File: src/rtl/irqc_pkg.sv
// Shared constants for the interrupt controller: register offsets and
// the fixed size of the level space. Assumes byte offsets on an 8-bit bus.
package irqc_pkg;
    localparam int IRQC_LVLS     = 16;
    localparam logic [7:0] OFS_PEND  = 8'h48;
    localparam logic [7:0] OFS_MASK  = 8'h4C;
    localparam logic [7:0] OFS_CLEAR = 8'h50;
    localparam logic [7:0] OFS_FORCE = 8'h54;

    typedef enum logic [2:0] {
        SEL_NONE,
        SEL_PEND,
        SEL_MASK,
        SEL_CLEAR,
        SEL_FORCE
    } reg_sel_e;
endpackage

File: src/rtl/irqc_decode.sv
// Address decoder: maps a byte offset onto one register select and
// qualifies the write strobes. Assumes the offset is compared in full.
module irqc_decode
    import irqc_pkg::*;
#(
    parameter int ADDR_W = 8
) (
    input  logic              reg_wr,
    input  logic [ADDR_W-1:0] reg_addr,
    output reg_sel_e          sel,
    output logic              we_mask,
    output logic              we_clear,
    output logic              we_force
);
    // Choose the addressed register; unknown offsets select none.
    always_comb begin
        unique case (reg_addr)
            ADDR_W'(OFS_PEND):  sel = SEL_PEND;
            ADDR_W'(OFS_MASK):  sel = SEL_MASK;
            ADDR_W'(OFS_CLEAR): sel = SEL_CLEAR;
            ADDR_W'(OFS_FORCE): sel = SEL_FORCE;
            default:            sel = SEL_NONE;
        endcase
    end

    // Qualify write strobes; the pending register has none.
    always_comb begin
        we_mask  = reg_wr && (sel == SEL_MASK);
        we_clear = reg_wr && (sel == SEL_CLEAR);
        we_force = reg_wr && (sel == SEL_FORCE);
    end
endmodule

File: src/rtl/irqc_state.sv
// Per-level state: sticky pending, disable mask and test force bits.
// One slice per level from 1 upward; level 0 is tied to zero.
// Assumes at most one acknowledge per cycle. A request beats a clear
// or an acknowledge, and a force write beats an acknowledge.
module irqc_state #(
    parameter int NUM_LVL = 16,
    parameter int LVL_W   = $clog2(NUM_LVL)
) (
    input  logic               clk,
    input  logic               rst_n,
    input  logic [NUM_LVL-1:0] req,
    input  logic [NUM_LVL-1:0] wdata,
    input  logic               we_mask,
    input  logic               we_clear,
    input  logic               we_force,
    input  logic               ack,
    input  logic [LVL_W-1:0]   ack_level,
    output logic [NUM_LVL-1:0] pend_q,
    output logic [NUM_LVL-1:0] mask_q,
    output logic [NUM_LVL-1:0] frc_q
);
    assign pend_q[0] = 1'b0;
    assign mask_q[0] = 1'b0;
    assign frc_q[0]  = 1'b0;

    for (genvar i = 1; i < NUM_LVL; i++) begin : g_lvl
        logic ack_hit;
        assign ack_hit = ack && (ack_level == LVL_W'(i));

        // Pending bit: set by request, dropped by clear or acknowledge.
        always_ff @(posedge clk) begin
            if (!rst_n)                          pend_q[i] <= 1'b0;
            else if (req[i])                     pend_q[i] <= 1'b1;
            else if ((we_clear && wdata[i]) || ack_hit) pend_q[i] <= 1'b0;
        end

        // Mask bit: disabled at reset, loaded by software.
        always_ff @(posedge clk) begin
            if (!rst_n)       mask_q[i] <= 1'b1;
            else if (we_mask) mask_q[i] <= wdata[i];
        end

        // Force bit: loaded by software, dropped by acknowledge.
        always_ff @(posedge clk) begin
            if (!rst_n)        frc_q[i] <= 1'b0;
            else if (we_force) frc_q[i] <= wdata[i];
            else if (ack_hit)  frc_q[i] <= 1'b0;
        end
    end
endmodule

File: src/rtl/irqc_prio.sv
// Fixed-priority encoder: returns the index of the highest set bit of
// the active vector, or zero when none is set. Bit 0 is never reported.
module irqc_prio #(
    parameter int NUM_LVL = 16,
    parameter int LVL_W   = $clog2(NUM_LVL)
) (
    input  logic [NUM_LVL-1:0] active,
    output logic [LVL_W-1:0]   level
);
    // Scan upward so the highest set index is the one kept.
    always_comb begin
        level = '0;
        for (int i = 1; i < NUM_LVL; i++) begin
            if (active[i]) level = LVL_W'(i);
        end
    end
endmodule

File: src/rtl/irqc_top.sv
// Interrupt controller top: decoder, per-level state, priority encoder
// and the read multiplexer. Assumes DATA_W >= NUM_LVL and one-cycle bus
// accesses with combinational read data.
module irqc_top
    import irqc_pkg::*;
#(
    parameter int DATA_W  = 32,
    parameter int ADDR_W  = 8,
    parameter int NUM_LVL = IRQC_LVLS,
    localparam int LVL_W  = $clog2(NUM_LVL)
) (
    input  logic               clk,
    input  logic               rst_n,
    input  logic               reg_wr,
    input  logic [ADDR_W-1:0]  reg_addr,
    input  logic [DATA_W-1:0]  reg_wdata,
    output logic [DATA_W-1:0]  reg_rdata,
    input  logic [NUM_LVL-1:0] irq_req,
    input  logic               irq_ack,
    input  logic [LVL_W-1:0]   irq_ack_level,
    output logic [LVL_W-1:0]   irq_level
);
    reg_sel_e           sel;
    logic               we_mask, we_clear, we_force;
    logic [NUM_LVL-1:0] pend_q, mask_q, frc_q;
    logic [NUM_LVL-1:0] active;
    logic [NUM_LVL-1:0] rd_val;
    logic               unused_bits;

    assign unused_bits = ^{reg_wdata[DATA_W-1:NUM_LVL], irq_req[0]};

    irqc_decode #(.ADDR_W(ADDR_W)) u_dec (
        .reg_wr   (reg_wr),
        .reg_addr (reg_addr),
        .sel      (sel),
        .we_mask  (we_mask),
        .we_clear (we_clear),
        .we_force (we_force)
    );

    irqc_state #(.NUM_LVL(NUM_LVL), .LVL_W(LVL_W)) u_state (
        .clk       (clk),
        .rst_n     (rst_n),
        .req       (irq_req),
        .wdata     (reg_wdata[NUM_LVL-1:0]),
        .we_mask   (we_mask),
        .we_clear  (we_clear),
        .we_force  (we_force),
        .ack       (irq_ack),
        .ack_level (irq_ack_level),
        .pend_q    (pend_q),
        .mask_q    (mask_q),
        .frc_q     (frc_q)
    );

    // Sources that may interrupt now: pending or forced, and enabled.
    assign active = (pend_q | frc_q) & ~mask_q;

    irqc_prio #(.NUM_LVL(NUM_LVL), .LVL_W(LVL_W)) u_prio (
        .active (active),
        .level  (irq_level)
    );

    // Read multiplexer; clear and unknown offsets read zero.
    always_comb begin
        unique case (sel)
            SEL_PEND:  rd_val = pend_q;
            SEL_MASK:  rd_val = mask_q;
            SEL_FORCE: rd_val = frc_q;
            default:   rd_val = '0;
        endcase
        reg_rdata = DATA_W'(rd_val);
    end
endmodule

File: config.mk
export PLATFORM = sky130hd
export DESIGN_NAME = irqc_top
export DESIGN_NICKNAME = d
export VERILOG_FILES = /design/src/rtl/irqc_pkg.sv /design/src/rtl/irqc_decode.sv /design/src/rtl/irqc_state.sv /design/src/rtl/irqc_prio.sv /design/src/rtl/irqc_top.sv
export SDC_FILE = /design/constraint.sdc
export NUM_CORES = 1
export LEC_CHECK = 0
export ABC_AREA = 1
export BUFFER_PORTS_ARGS = -buffer_cell sky130_fd_sc_hd__buf_2
export CORE_ASPECT_RATIO = 1.75
export CORE_MARGIN = 2
export CORE_UTILIZATION = 46
export DETAILED_ROUTE_END_ITERATION = 8
export GPL_TIMING_DRIVEN = 0
export PLACE_DENSITY = 0.76
export SLEW_MARGIN = 10
export SYNTH_ARGS = -nofsm -noshare
export SYNTH_HDL_FRONTEND = slang
export SYNTH_HIERARCHICAL = 1
export SYNTH_SLANG_ARGS = --single-unit
File: constraint.sdc
create_clock -name clk -period 1.2 [get_ports clk]
set_input_delay 0.12 -clock clk [delete_from_list [all_inputs] [get_ports clk]]
set_output_delay 0.12 -clock clk [all_outputs]
set_load 0.01 [all_outputs]
==> metrics.txt, run 1 <==
CTS tree=done; Worst-path clk slew=80 ps; unrepaired setup endpoints after global routing=yes; max-cap violation count=0; failing checks=setup timing; YS warnings=6; drt via density=5.565; floorplan core area=6133 µm²; die area=6967 µm²; Core Util, Final=0.7344; CTS Sinks=45; CTS H-tree depth=2; hold slack=23.73 ps; final cell count without fillers=653; area of the multi-input gates=~1900 µm²; final setup fails=19; Cell Pwr Density=759.6 nW/µm²; Worst Setup Start Kind=flip-flop; gr ovfl total=0; Post-route DRC=0; row count=38; Highest Clock Rate=523.6 MHz; vias in the first global route=approximately 3300; Hold Crit Class=input port to flip-flop; clock period minus worst slack=1910 ps; largest net degree at the start of global routing=15; Placed Cells=607; # fillers=448; Hold Buf Count CTS=0; kind of critical path=flip-flop to primary output; TritonRoute pass-1 iters=5; Leakage=2.173 nW; first-pass GRT wire length=between 15000 and 20000 µm; later-pin clock latency in the skew report=310 ps; Final nets=between 600 and 700; Final Hold Violating Endpoints=0; Max-slew headroom=0.6379; drt total wl=10910 µm; Cell Area, Synth=between 2000 and 3000 µm²; Syn-to-layout area delta=55.64%; Die X-Extent=63.96 µm; Root Buffer=clkbuf_8; DR iter-0 viols=360; CTS Buf Count=5; Post-Syn Area per Cell=about 6.5 µm²; worst setup margin=-709.7 ps; Antenna Cells=0; Initial Util=0.4718; Total Power=~3.4 mW; Antenna Nets Post-Route=0; pre-CTS WS=-515.4 ps; placed wire-length estimate=slightly below 7000 µm; CP arrival=1790 ps; Clock Skews=0 ps; Chip Height=about 110 µm; maximum fanout along the worst path=3; initial antenna violation count=0; WP data required=about 1100 ps; Final GP Congestion=~0.92; CP endpoint kind=primary output; VDD IR max=0.9134 mV; Worst Max-Slew Pin Slew=roughly 540 ps; fin crit share=1.591; share of layout cells above drive strength 1=0.4293; final slew viol count=0; all-layer global routing usage=0.2881; outcome=complete, but fails checks; via count=3634; Clock Tree Buf Depth=2; # IOs=100; FF/Latch Area=927.1 µm²; WL/cell=16.70 µm; IO buf count=64; Gate Count Post-Synth=446; reg2reg setup slack=280 ps
## cell usage in the layout, fill, tap and decap left out, types with 3 or more instances in the layout
master and n:
nand2_1 78, buf_2 48, buf_6 45, buf_4 40
nand3_1 34, nor2_1 34, dfxtp_1 34, nand4_1 32
inv_1 31, nand3_2 29, a21oi_1 27, conb_1 19
o21ai_0 19, nor2_2 13, a21boi_0 12, nor2_4 10
nand2_2 7, inv_2 6, dfxtp_2 6, clkbuf_8 5
dfxtp_4 5, buf_8 4, inv_4 3, buf_12 3
clkbuf_1 3, a21oi_2 3
## registers in the layout, indices dropped and copies added, names as in the netlist
| signal | cells |
|---|---|
| u_state/frc_q | 15 |
| u_state/mask_q | 15 |
| u_state/pend_q | 15 |
## final timing paths
path,from,end,depth (start not counted)
hold reg to reg,u_state/mask_q[11],u_state/mask_q[11],2
hold / removal,irq_req[3],u_state/pend_q[3],3
setup reg to reg,u_state/pend_q[15],u_state/pend_q[15],3
setup / recovery,u_state/frc_q[1],irq_level[0],17
## layout make-up
cell class | instances | area share
well taps | 80 | 0.02222
multi-input cells | 330 | 0.4208
flip-flops and latches | 45 | 0.2058
clock inverters | 3 | 0.01444
clock buffers | 5 | 0.01528
repair buffers | 103 | 0.1917
plain buffers | 42 | 0.08222
inverters | 45 | 0.04750
## critical path: stages, from the launching register on
cell and delay [ps]:
dfxtp_1 400, nor2_1 80, nor2_1 90, nand2_1 70, nand2_1 60, nand2_1 50
nand2_1 80, nand2_1 70, nand2_1 50, nand2_1 40, nand2_1 50, nand2_1 50
nand2_1 60, nand2_1 50, nand2_1 50, nand2_1 60, nand2_2 70, buf_6 100
## layer usage
layer | vias to the layer above | share of wire | track usage
li1 | 1699 | - | -
met5 | - | 0 | 0
met1 | 1646 | 0.34 | 0.2957
met4 | 0 | 0.072 | 0.2189
met3 | 59 | 0.065 | 0.03302
met2 | 230 | 0.53 | 0.5238
## per-stage QoR
step	cell area [µm²]	TNS, ps
after global placement	3490	-14160
final	4504	-6213
after detailed placement	3490	-16000
after floorplan	3069	-159.1
after CTS	4233	-6177
after global routing	4504	-8051
## timing repair
item / CTS / global route
buffers inserted: 22 / 11
setup endpoints to repair: 21 / 39
cloned: 7 / 2
pin swaps: 37 / 34
resized for setup: 84 / 71
## power by group
| part | total [mW] | internal, mW | switching, mW |
|---|---|---|---|
| Sequential | 1.57 | 1.52 | 0.0422 |
| Combinational | 0.508 | 0.237 | 0.271 |
| Clock | 1.35 | 0.827 | 0.519 |
No activity file was read; power rests on OpenSTA's default activity.
==> run 2, diff against run 1 <==
Settings changed: PLACE_DENSITY 0.76 to not set, PLACE_DENSITY_LB_ADDON set to 0.2, SLEW_MARGIN 10 to not set.
==> run 2 against run 1 <==
The run still ends with setup timing left. Final cell count decreased by 1.7%. Sequential share of layout area increased by 0.74 points. Worst setup slack got worse by 18 ps. Fmax decreased by 0.93%. Clock-buffer cell count unchanged. Clock skew unchanged. Non-clock buffer count decreased by 11. First-iteration DRC count decreased by 38%. Sequential power about the same.
==> metrics.txt, run 2 (synthesized netlist as in run 1, its figures left out) <==
Worst Hold Path EP=u_state/pend_q[7]; vias in the first global route=3316 (+0.73%); worst hold stages=3 (unchanged); FF/Latch Area=905.9 µm² (-2.3%); Final Hold Violating Endpoints=0 (unchanged); setup total negative slack=-6464 ps (-251.0 ps); Hold Crit Class=input port to flip-flop; Max-slew headroom=0.6547 (+0.01675); CTS H-tree depth=2 (unchanged); Antenna Cells=0 (unchanged); DR iter-0 viols=225 (-38%); WL/cell=15.44 µm (-7.5%); floorplan core area=6133 µm² (unchanged); Placed Cells=607 (unchanged); placed wire-length estimate=6951 µm (+2.1%); CTS Buf Count=5 (unchanged); maximum fanout along the worst path=2 (-1); Worst Max-Slew Pin Slew=518.0 ps (-25.12 ps); commonest non-fill, non-tap cell in the layout=nand2_1; final cell count without fillers=642 (-1.7%); worst reg2reg path startpoint=u_state/pend_q[2]; TritonRoute pass-1 iters=6 (+1); row count=38 (unchanged); via count=3423 (-5.8%); CP arrival=1810 ps (+20 ps); Final nets=625 (-1.7%); reg2reg path depth=4 (+1); die area=6967 µm² (unchanged); DP Area=3490 µm² (unchanged); Hold Buf Count CTS=0 (unchanged); reg2reg setup slack=320 ps (+40 ps); Initial Util=0.4718 (unchanged); fin crit share=1.606 (+0.01488); Root Buffer=clkbuf_8; Leakage=2.088 nW (-3.9%); final slew viol count=0 (unchanged); final setup fails=23 (+4); Largest regs=u_state/frc_q x15, u_state/mask_q x15, u_state/pend_q x15; Finished Cell Area=4248 µm² (-5.7%); hold slack=19.96 ps (-3.773 ps); VDD IR max=0.8793 mV (-3.7%); CTS tree=done; Chip Height=108.9 µm (unchanged); failing checks=setup timing; Highest Clock Rate=518.8 MHz (-0.93%); most frequent cells in the layout=nand2_1, buf_2, nor2_1; gr ovfl total=0 (unchanged); Antenna Nets Post-Route=0 (unchanged); # IOs=100 (unchanged); IO buf count=64 (unchanged); share of layout cells above drive strength 1=0.3772 (-0.05210); area of the multi-input gates=1836 µm² (-3.2%); Syn-to-layout area delta=46.78%; Post-route DRC=0 (unchanged); outcome=complete, but fails checks; largest net degree at the start of global routing=16 (+1); # fillers=524 (+17%); r2r endpoint=u_state/pend_q[2]; Die X-Extent=63.96 µm (unchanged); kind of critical path=flip-flop to primary output; first-pass GRT wire length=14970 µm (-2.9%); Cell Pwr Density=757.3 nW/µm² (-0.31%); worst setup margin=-727.6 ps (-17.86 ps); Clock Skews=0 ps (unchanged); all-layer global routing usage=0.2779 (-0.01026); drt via density=5.332 (-4.2%); Worst-path clk slew=90 ps (about the same); initial antenna violation count=0 (unchanged); drt total wl=9913 µm (-9.1%); unrepaired setup endpoints after global routing=yes; CTS Sinks=45 (unchanged); clock period minus worst slack=1928 ps (+17.86 ps); Final GP Congestion=0.9320 (+1.4%); later-pin clock latency in the skew report=310 ps (about the same); max-cap violation count=0 (unchanged); Clock Tree Buf Depth=2 (unchanged); WP data required=1080 ps (about the same); HP Start=irq_req[7]; Worst Setup Start Kind=flip-flop; CP endpoint kind=primary output
run 2: cell types whose count changed in the layout (fill, tap and decap cells not counted), moves of 3 or more:
| cell | delta |
|---|---|
| nor2_2 | -8 |
| a21boi_1 | +4 |
| inv_4 | -3 |
| a21boi_0 | -3 |
| nor2_1 | +10 |
| buf_6 | -14 |
| dfxtp_4 | -5 |
| buf_2 | +3 |
| dfxtp_1 | +7 |
run 2: layout make-up:
class | instances | share of cell area
Clock inverter | 3 | 0.01090
Multi-Input combinational cell | 330 | 0.4321
Sequential cell | 45 | 0.2133
Timing Repair Buffer | 92 | 0.1685
Clock buffer | 5 | 0.01620
Buffer | 42 | 0.08483
Tap cell | 80 | 0.02356
Inverter | 45 | 0.05066
run 2: power by group:
group          internal, mW  switching [mW]  total, mW
registers              1.53          0.0373       1.57
logic                 0.227           0.266      0.492
clock network         0.623           0.533       1.16
run 2: how the worst max path moves through the flow:
stage	to	cells past startpoint	startpoint	slack, ps
5_1_grt	irq_level[0]	18	u_state/pend_q[2]	-860
3_3_place_gp	reg_rdata[10]	14	reg_addr[7]	-480
6_report	irq_level[0]	18	u_state/pend_q[2]	-730
3_5_place_dp	reg_rdata[10]	14	reg_addr[7]	-500
4_1_cts	irq_level[0]	18	u_state/pend_q[2]	-660
2_1_floorplan	irq_level[0]	17	u_state/pend_q[2]	-40
run 2: critical path, stage by stage (launching register included):
cell and delay, ps:
dfxtp_2 350, nor2_2 50, nor2_2 130, inv_1 60, nand2_1 70, nand2_1 50, nand2_1 50, nand2_1 60
nand2_1 70, nand2_1 50, nand2_1 60, nand2_1 50, nand2_1 60, nand2_1 50, nand2_1 50, nand2_1 40
nand2_1 70, nand2_2 60, buf_6 110
run 2: routing by layer:
metal	GRT usage	share of wire
met1	0.2915	0.35
met2	0.5149	0.54
met3	0.03818	0.063
met5	0	0
met4	0.1661	0.050
run 2: through the flow:
step / setup slack, ps / power, mW / util
3_5_place_dp: -498.0 / 2.009 / 0.5690
5_1_grt: -855.1 / 3.342 / 0.6926
4_1_cts: -655.9 / 3.189 / 0.6638
6_report: -727.6 / 3.217 / 0.6926
3_3_place_gp: -483.9 / 1.997 / 0.5690
2_1_floorplan: -40.54 / 1.842 / -
run 2: repair_timing:
action | 4_1_cts | 5_1_grt
setup endpoints to repair | 26 | 37
pin swaps | 17 | 44
gates cloned | 3 | 2
gates resized for setup | 59 | 47
buffers inserted | 19 | 5
==> run 3, diff against run 2 <==
Settings changed: SETUP_SLACK_MARGIN set to 0.4.
==> run 3 against run 2 <==
Critical path type unchanged. The run still ends with setup timing left. Routed wire length grew 13%. Final area grew 13%. Combinational power grew 21%. Global-route usage grew 1.6 points.
==> metrics.txt, run 3 (synthesized netlist as in run 1, its figures left out) <==
outcome=complete, but fails checks; failing checks=setup timing; share of layout cells above drive strength 1=0.5339 (+0.1567); all-layer global routing usage=0.2939 (+0.01602); commonest non-fill, non-tap cell in the layout=nand2_1; vias in the first global route=3377 (+1.8%); later-pin clock latency in the skew report=310 ps (about the same); Clock Tree Buf Depth=2 (unchanged); first-pass GRT wire length=15550 µm (+3.8%); Clock Skews=0 ps (unchanged); Final Hold Violating Endpoints=0 (unchanged); Chip Height=108.9 µm (unchanged); VDD IR max=0.8207 mV (-6.7%); reg2reg path depth=3 (-1); IO buf count=64 (unchanged); clock period minus worst slack=1888 ps (-39.12 ps); Die X-Extent=63.96 µm (unchanged); Syn-to-layout area delta=65.33%; worst hold stages=3 (unchanged); final slew viol count=0 (unchanged); WP data required=1080 ps (about the same); unrepaired setup endpoints after global routing=yes; Placed Cells=607 (unchanged); Hold Buf Count CTS=0 (unchanged); Worst Setup Start Kind=flip-flop; gr ovfl total=0 (unchanged); kind of critical path=flip-flop to primary output; most frequent cells in the layout=nand2_1, buf_6, buf_2; Worst-path clk slew=90 ps (about the same); final setup fails=35 (+52%); Worst Max-Slew Pin Slew=661.7 ps (+143.7 ps); hold slack=27.30 ps (+7.345 ps); Highest Clock Rate=529.5 MHz (+2.1%); Post-route DRC=0 (unchanged); Worst Hold Path EP=u_state/pend_q[6]; Final GP Congestion=0.9555 (+2.5%); # fillers=421 (-20%); worst reg2reg path startpoint=u_state/pend_q[15]; HP Start=irq_req[6]; drt via density=5.612 (+5.3%); initial antenna violation count=0 (unchanged); floorplan core area=6133 µm² (unchanged); CP arrival=1770 ps (-40 ps); CTS tree=done; CTS Buf Count=5 (unchanged); Largest regs=u_state/frc_q x15, u_state/mask_q x15, u_state/pend_q x15; reg2reg setup slack=240 ps (-80 ps); TritonRoute pass-1 iters=8 (+2); maximum fanout along the worst path=3 (+1); WL/cell=17.04 µm (+10%); final cell count without fillers=655 (+2.0%); row count=38 (unchanged); CTS H-tree depth=2 (unchanged); CTS Sinks=45 (unchanged); Antenna Nets Post-Route=0 (unchanged); CP endpoint kind=primary output; Root Buffer=clkbuf_8; via count=3676 (+7.4%); Total Power=3.119 mW (-3.1%); Crit. Startpoint=u_state/pend_q[2]; Hold Crit Class=input port to flip-flop; # IOs=100 (unchanged); r2r endpoint=u_state/pend_q[15]; DR iter-0 viols=273 (+21%); setup total negative slack=-9498 ps (-3034 ps); fin crit share=1.574 (-0.03260); die area=6967 µm² (unchanged); placed wire-length estimate=7006 µm (+0.79%); Leakage=2.247 nW (+7.6%); largest net degree at the start of global routing=15 (-1); worst setup margin=-688.5 ps (+39.12 ps); Cell Pwr Density=651.8 nW/µm² (-14%); drt total wl=11160 µm (+13%); Max-slew headroom=0.5589 (-0.09579); max-cap violation count=0 (unchanged); Final nets=638 (+2.1%); Core Util, Final=0.7801 (+0.08752); Initial Util=0.4718 (unchanged); Antenna Cells=0 (unchanged)
==> run 3: changes by cell type in the layout (fill, tap and decap cells not counted), sizes merged <==
cell | previous run | this run
buf | 130 | 142
bufinv | 1 | 0
clkbuf | 9 | 11
clkinv | 2 | 0
inv | 43 | 45
==> run 3: cell type report <==
| type | instances | area [µm²] | share of cell area |
|---|---|---|---|
| plain buffers | 43 | 399.1 | 0.08342 |
| clock buffers | 6 | 72.57 | 0.01517 |
| clock inverters | 2 | 15.01 | 0.003138 |
| inverters | 45 | 240.2 | 0.05021 |
| multi-input cells | 330 | 2142 | 0.4477 |
| flip-flops and latches | 45 | 915.9 | 0.1914 |
| well taps | 80 | 100.1 | 0.02092 |
| repair buffers | 104 | 899.6 | 0.1880 |
==> run 3: timing repair <==
action	in CTS	in global routing
setup buffers	23	9
gates resized for setup	135	82
cloned	7	1
pin swaps	64	26
setup endpoints to repair	64	64
==> run 3: worst max path at each step <==
| stage | cells past startpoint | slack [ps] | end |
|---|---|---|---|
| 3_3_place_gp | 14 | -490 | reg_rdata[10] |
| 2_1_floorplan | 17 | -40 | irq_level[0] |
| 4_1_cts | 18 | -650 | irq_level[0] |
| 6_report | 18 | -690 | irq_level[0] |
| 3_5_place_dp | 14 | -500 | reg_rdata[10] |
| 5_1_grt | 17 | -820 | irq_level[0] |
==> run 3: layer usage <==
metal	track usage	vias to the layer above	wire length (µm)
met2	0.5677	208	5980
met3	0.03509	71	701
met4	0.1972	0	793
li1	-	1699	-
met5	0	-	0
met1	0.2827	1698	3689
==> run 3: critical path, cell delays in order, from the launching register on <==
cell and delay (ps):
dfxtp_2 360, nor2_2 40, nor2_1 130, inv_1 50, nand2_1 50, nand2_1 50, nand2_1 50, nand2_1 70
nand2_1 60, nand2_1 50, nand2_1 60, nand2_1 50, nand2_1 50, nand2_1 50, nand2_1 50, nand2_1 40
nand2_1 70, nand2_2 60, buf_6 110
==> run 3: through the flow <==
step / setup WS, ps / instance area, µm²
floorplan: -40.54 / 3169
global placement: -491.3 / 3590
detailed placement: -498.7 / 3590
CTS: -645.9 / 4388
global route: -823.8 / 4785
finish: -688.5 / 4785
==> run 3: report_power, final <==
part	switching, mW	total [mW]	leakage (nW)	internal (mW)
Combinational	0.321	0.594	1.84	0.273
Sequential	0.0440	1.58	0.372	1.53
Clock	0.537	0.947	0.0374	0.411
